[config.mk]
export PLATFORM = sky130hd
export DESIGN_NAME = irsir_endec
export DESIGN_NICKNAME = d
export VERILOG_FILES = /design/src/rtl/irsir_pkg.sv /design/src/rtl/irsir_tx_enc.sv /design/src/rtl/irsir_sync.sv /design/src/rtl/irsir_pulse_filter.sv /design/src/rtl/irsir_rx_regen.sv /design/src/rtl/irsir_endec.sv
export SDC_FILE = /design/constraint.sdc
export NUM_CORES = 1
export LEC_CHECK = 0
export BUFFER_PORTS_ARGS = -buffer_cell sky130_fd_sc_hd__buf_2
export CAP_MARGIN = 20
export CORE_MARGIN = 2
export CORE_UTILIZATION = 51
export DETAILED_ROUTE_END_ITERATION = 7
export PLACE_DENSITY = 0.78
export SETUP_SLACK_MARGIN = 0.02
export SLEW_MARGIN = 20
export SYNTH_ARGS = -nofsm -noshare
export SYNTH_HDL_FRONTEND = slang
export SYNTH_SLANG_ARGS = --single-unit
[constraint.sdc]
create_clock -name clk -period 2 [get_ports clk]
set_clock_uncertainty 0.15 [all_clocks]
set_input_delay 0.6 -clock clk [delete_from_list [all_inputs] [get_ports clk]]
set_output_delay 0.6 -clock clk [all_outputs]
set_load 0.005 [all_outputs]
[src/rtl/irsir_pkg.sv]
package irsir_pkg;

  typedef struct packed {
    logic enable;
    logic rx_en;
    logic loop;
  } ctl_t;

  function automatic int unsigned cnt_width(input int unsigned max_val);
    return (max_val < 2) ? 1 : $clog2(max_val + 1);
  endfunction

endpackage

[src/rtl/irsir_tx_enc.sv]
module irsir_tx_enc #(
  parameter int unsigned CELL_TICKS  = 16,
  parameter int unsigned PULSE_TICKS = 3
) (
  input  logic clk,
  input  logic rst,
  input  logic clr,
  input  logic tick,
  input  logic txd_i,
  output logic ir_o
);
  localparam int unsigned PW = irsir_pkg::cnt_width(CELL_TICKS - 1);

  logic [PW-1:0] phase;
  logic          cell_one;
  logic          resync;
  logic [PW-1:0] p_eff;

  // a start edge while idling in a one cell re-aligns the cell to this tick
  assign resync = cell_one && !txd_i;
  assign p_eff  = resync ? '0 : phase;

  always_ff @(posedge clk) begin
    if (rst || clr) begin
      phase    <= '0;
      cell_one <= 1'b1;
      ir_o     <= 1'b0;
    end else if (tick) begin
      phase <= (p_eff == PW'(CELL_TICKS - 1)) ? '0 : p_eff + 1'b1;
      if (p_eff == '0) begin
        cell_one <= txd_i;
        ir_o     <= ~txd_i;
      end else if (p_eff < PW'(PULSE_TICKS)) begin
        ir_o <= ~cell_one;
      end else begin
        ir_o <= 1'b0;
      end
    end
  end

endmodule

[src/rtl/irsir_sync.sv]
module irsir_sync #(
  parameter int unsigned STAGES = 2,
  parameter logic        IDLE   = 1'b1
) (
  input  logic clk,
  input  logic rst,
  input  logic clr,
  input  logic d_i,
  output logic q_o
);
  logic [STAGES-1:0] chain;

  generate
    if (STAGES == 1) begin : g_one
      always_ff @(posedge clk) begin
        if (rst || clr) chain <= IDLE;
        else            chain <= d_i;
      end
    end else begin : g_many
      always_ff @(posedge clk) begin
        if (rst || clr) chain <= {STAGES{IDLE}};
        else            chain <= {chain[STAGES-2:0], d_i};
      end
    end
  endgenerate

  assign q_o = chain[STAGES-1];

endmodule

[src/rtl/irsir_pulse_filter.sv]
module irsir_pulse_filter #(
  parameter int unsigned MINW      = 4,
  parameter int unsigned UNIT_CLKS = 4
) (
  input  logic            clk,
  input  logic            rst,
  input  logic            clr,
  input  logic [MINW-1:0] min_i,
  input  logic            line_i,
  output logic            acc_o
);
  localparam int unsigned MAXTHR = ((1 << MINW) - 1) * UNIT_CLKS;
  localparam int unsigned CW     = irsir_pkg::cnt_width(MAXTHR);

  logic [CW-1:0] run;
  logic [CW-1:0] run_nxt;
  logic [CW-1:0] thr;
  logic          armed;
  logic          edge_mode;
  logic          hit;

  assign thr       = CW'(min_i) * CW'(UNIT_CLKS);
  assign run_nxt   = run + 1'b1;
  assign edge_mode = (min_i == '0);
  assign hit       = edge_mode || (run_nxt >= thr);

  always_ff @(posedge clk) begin
    if (rst || clr) begin
      run   <= '0;
      armed <= 1'b1;
      acc_o <= 1'b0;
    end else begin
      acc_o <= 1'b0;
      if (line_i) begin
        run   <= '0;
        armed <= 1'b1;
      end else if (armed) begin
        if (hit) begin
          acc_o <= 1'b1;
          armed <= 1'b0;
          run   <= '0;
        end else begin
          run <= run_nxt;
        end
      end
    end
  end

endmodule

[src/rtl/irsir_rx_regen.sv]
module irsir_rx_regen #(
  parameter int unsigned CELL_TICKS = 16
) (
  input  logic clk,
  input  logic rst,
  input  logic clr,
  input  logic tick,
  input  logic acc_i,
  output logic rxd_o
);
  localparam int unsigned RW = irsir_pkg::cnt_width(CELL_TICKS - 1);

  logic [RW-1:0] left;
  logic          pend;

  always_ff @(posedge clk) begin
    if (rst || clr) begin
      pend  <= 1'b0;
      left  <= '0;
      rxd_o <= 1'b1;
    end else begin
      pend <= acc_i | (pend & ~tick);
      if (tick) begin
        if (pend) begin
          rxd_o <= 1'b0;
          left  <= RW'(CELL_TICKS - 1);
        end else if (!rxd_o) begin
          if (left == '0) rxd_o <= 1'b1;
          else            left  <= left - 1'b1;
        end
      end
    end
  end

endmodule

[src/rtl/irsir_endec.sv]
module irsir_endec
  import irsir_pkg::*;
#(
  parameter int unsigned CELL_TICKS  = 16,
  parameter int unsigned PULSE_TICKS = 3,
  parameter int unsigned MINW        = 4,
  parameter int unsigned UNIT_CLKS   = 4,
  parameter int unsigned SYNC_STAGES = 2
) (
  input  logic            clk,
  input  logic            rst,
  input  logic            baud16_en,
  input  logic            cfg_enable,
  input  logic            cfg_rx_en,
  input  logic            cfg_loop,
  input  logic [MINW-1:0] cfg_min_pulse,
  input  logic            uart_txd,
  output logic            uart_rxd,
  output logic            ir_txd,
  input  logic            ir_rxd
);
  ctl_t ctl;
  logic tx_clr;
  logic rx_clr;
  logic tx_pulse;
  logic rx_line;
  logic rx_sync;
  logic accepted;

  assign ctl    = '{enable: cfg_enable, rx_en: cfg_rx_en, loop: cfg_loop};
  assign tx_clr = !ctl.enable;
  assign rx_clr = !ctl.enable || !ctl.rx_en;

  irsir_tx_enc #(
    .CELL_TICKS (CELL_TICKS),
    .PULSE_TICKS(PULSE_TICKS)
  ) u_tx (
    .clk  (clk),
    .rst  (rst),
    .clr  (tx_clr),
    .tick (baud16_en),
    .txd_i(uart_txd),
    .ir_o (tx_pulse)
  );

  assign ir_txd  = tx_pulse;
  assign rx_line = ctl.loop ? ~tx_pulse : ir_rxd;

  irsir_sync #(
    .STAGES(SYNC_STAGES),
    .IDLE  (1'b1)
  ) u_sync (
    .clk(clk),
    .rst(rst),
    .clr(rx_clr),
    .d_i(rx_line),
    .q_o(rx_sync)
  );

  irsir_pulse_filter #(
    .MINW     (MINW),
    .UNIT_CLKS(UNIT_CLKS)
  ) u_filt (
    .clk   (clk),
    .rst   (rst),
    .clr   (rx_clr),
    .min_i (cfg_min_pulse),
    .line_i(rx_sync),
    .acc_o (accepted)
  );

  irsir_rx_regen #(
    .CELL_TICKS(CELL_TICKS)
  ) u_regen (
    .clk  (clk),
    .rst  (rst),
    .clr  (rx_clr),
    .tick (baud16_en),
    .acc_i(accepted),
    .rxd_o(uart_rxd)
  );

endmodule

==> results_dict.tcl <==
set metrics [dict create \
    syn_to_final_growth_pct 29.4 \
    max-cap-violations 0 \
    clk_pin_slew_ps 110 \
    finalCoreUtilization_pct 71.8 \
    grt-ovfl-total 0 \
    synth_common_cells "dfxtp_1, inv_1, nor2_1" \
    endpoint_kind "flip-flop" \
    relSlewSlack_pct 67.4 \
    post_drt_wl_per_cell_um 13.8 \
    slowest_delay_ps 370 \
    fin_ws_ps -109 \
    vias 1159 \
    cts_buffer_depth 2 \
    synth_top_flop_cell "dfxtp_1" \
    ys_ff_latch 22 \
    worstPathArrival_ps 2170 \
    cpMaxStageDelayCell "dfxtp_2" \
    ys_types 44 \
    hold_buffers 0 \
    ys_seq_area_share_pct 35.2 \
    clock_sinks 22 \
    clock_latency_ps 310 \
    antenna_cells 0 \
    hold_violations 0 \
    die_h_um 53.5 \
    status "finished with violations" \
    powerDensity_mw_per_mm2 447 \
    cts_tree "done" \
    port_buffers 13 \
    min_period_over_period_pct 105 \
    die_w_um 53.5 \
    drt_wl_total_um 2770 \
    grt_max_degree 14 \
    post-route-min-period_ps 2110 \
    synth_edf_count 0 \
    dpl.hpwl_um 2040 \
    nNetsFinal 194 \
    synth.most_common_cell "dfxtp_1" \
    worstMarginPinSlew_ps 488 \
    crit_required_ps 2060 \
    whs_ps 286 \
    initial_utilization_pct 55.4 \
    ir_drop_uv 417 \
    rsz0062_at_grt "true" \
    cts_inserted_buffers 3 \
    routabilityCongestion 0.820 \
    post_synth_inst_count 141 \
    worstPathMaxFanout 5 \
    setup_viol 8 \
    synth_area_leader_cell "dfxtp_1" \
    synth_fp_nets 162 \
    antenna_left 0 \
    avgViaCountPerCell 5.80 \
    worst_setup_path_start_kind "flip-flop" \
    async_flop_share_pct 0 \
    drcViolationCount 0 \
    synth.cell_area_mm2 0.00125 \
    h-tree-depth 1 \
    first_pass_iters 4 \
    yosysWarnings 0 \
    violations "negative setup slack" \
    drt_iter0_markers 21 \
    antenna_found_initial 0 \
    yosys.area.top_type_share_pct 35.2 \
    fmax_ghz 0.474 \
    synth.area.top_cells "dfxtp_1, ha_1, a21oi_1" \
    ios 14 \
    n_fill_cell 180 \
    hold_path.class "flip-flop to flip-flop" \
    p_leak_nw 0.665 \
    root_buffer "clkbuf_4" \
    grt_pass1_wl_um 4480 \
    synth_area_per_cell_um2 8.86 \
    drv_slew 0 \
    path_cells "and3_4 > nand3_4 > xor2_2 > inv_2 > ha_4 > o211ai_1 > a31oi_4 > nor2_2 > a31o_1" \
    path_class "flip-flop to flip-flop" \
    grtUsageTotal_pct 21.5 \
    die-area_mm2 0.00286 \
    grt_pass1_vias 1048 \
    core_area_mm2 0.00225 \
    drive_gt1_share_pct 34.3 \
    rows 17 \
]
-- area by class of cell --
| cell class | count | area [µm²] | share of cell area, % |
|---|---|---|---|
| Tap cell | 28 | 35.0 | 2.17 |
| Multi-Input combinational cell | 105 | 868 | 53.7 |
| Inverter | 11 | 41.3 | 2.55 |
| Clock buffer | 4 | 26.3 | 1.62 |
| Timing Repair Buffer | 30 | 200 | 12.4 |
| Sequential cell | 22 | 447 | 27.6 |
-- registers in the layout, indices dropped and copies added (netlist names) --
register       count
u_filt.armed       1
u_filt.run         6
u_regen.pend       1
u_tx.phase         4
u_tx.cell_one      1
u_sync.chain       2
u_filt.acc_o       1
u_regen.left       4
u_tx.ir_o          1
u_regen.rxd_o      1
-- routing by layer --
layer	vias to the layer above	global-route usage, %	wire length, µm
li1	569	-	-
met1	558	24.6	1210
met2	26	39.7	1420
met3	6	5.08	99
met4	0	5.13	37
met5	-	0	0
-- logic make-up after synthesis --
family | after synthesis | synth area share [%]
buf+inv | 14 | 4.40
mux | 1 | 0.801
simple gates | 52 | 23.3
fa+ha+maj | 9 | 9.01
compound gates | 39 | 24.4
flops | 22 | 35.2
xor+xnor | 4 | 2.80
-- power breakdown --
part | switching (mW) | internal, mW | leakage, nW | total [mW]
Sequential | 0.00245 | 0.440 | 0.180 | 0.442
Combinational | 0.0376 | 0.0329 | 0.470 | 0.0704
Clock | 0.132 | 0.0780 | 0.0150 | 0.210
-- cells in the final DEF, fill, tap and decap left out, types with 3 or more instances in the layout --
| master | n |
|---|---|
| xnor2_2 | 3 |
| nand2_1 | 8 |
| dfxtp_1 | 19 |
| ha_1 | 8 |
| inv_1 | 10 |
| buf_4 | 15 |
| nand3b_1 | 4 |
| nor3b_1 | 3 |
| nor2_1 | 9 |
| a21o_1 | 3 |
| a21oi_1 | 8 |
| nand2b_1 | 5 |
| clkbuf_4 | 3 |
| buf_2 | 13 |
| o21ai_0 | 5 |
| o21a_1 | 3 |
-- critical path, delay by kind of cell, from the launching register on --
| kind | cells | cell delay, ps |
|---|---|---|
| xor+xnor | 1 | 170 |
| buf+inv | 1 | 60 |
| compound gates | 3 | 620 |
| simple gates | 3 | 360 |
| flops | 1 | 370 |
| fa+ha+maj | 1 | 280 |
-- stage by stage --
stage / setup WS, ps / area, µm² / TNS, ps / instances / total power [mW]
after floorplan: -56.9 / 1300 / -151 / 141 / 0.486
after global placement: -77.1 / 1510 / -449 / 195 / 0.516
after detailed placement: -174 / 1510 / -1100 / 195 / 0.520
after CTS: -102 / 1570 / -636 / 200 / 0.723
after global routing: -192 / 1620 / -1200 / 200 / 0.751
final: -109 / 1620 / -636 / 200 / 0.722
-- what timing repair did --
item | in CTS | in global routing
endpoints found under the setup margin | 8 | 8
pin swaps | 8 | 2
buffers inserted | 1 | 0
gates resized for setup | 6 | 8
-- final timing paths --
kind / startpoint / endpoint / slack, ps / cells past startpoint
setup / recovery: u_filt.run[0] / u_filt.run[0] / -110 / 9
hold / removal: u_sync.chain[0] / u_sync.chain[1] / 290 / 1
setup reg to reg: u_filt.run[0] / u_filt.run[0] / -110 / 9
hold reg to reg: u_sync.chain[0] / u_sync.chain[1] / 290 / 1
Power figures use the tool's default switching activity.
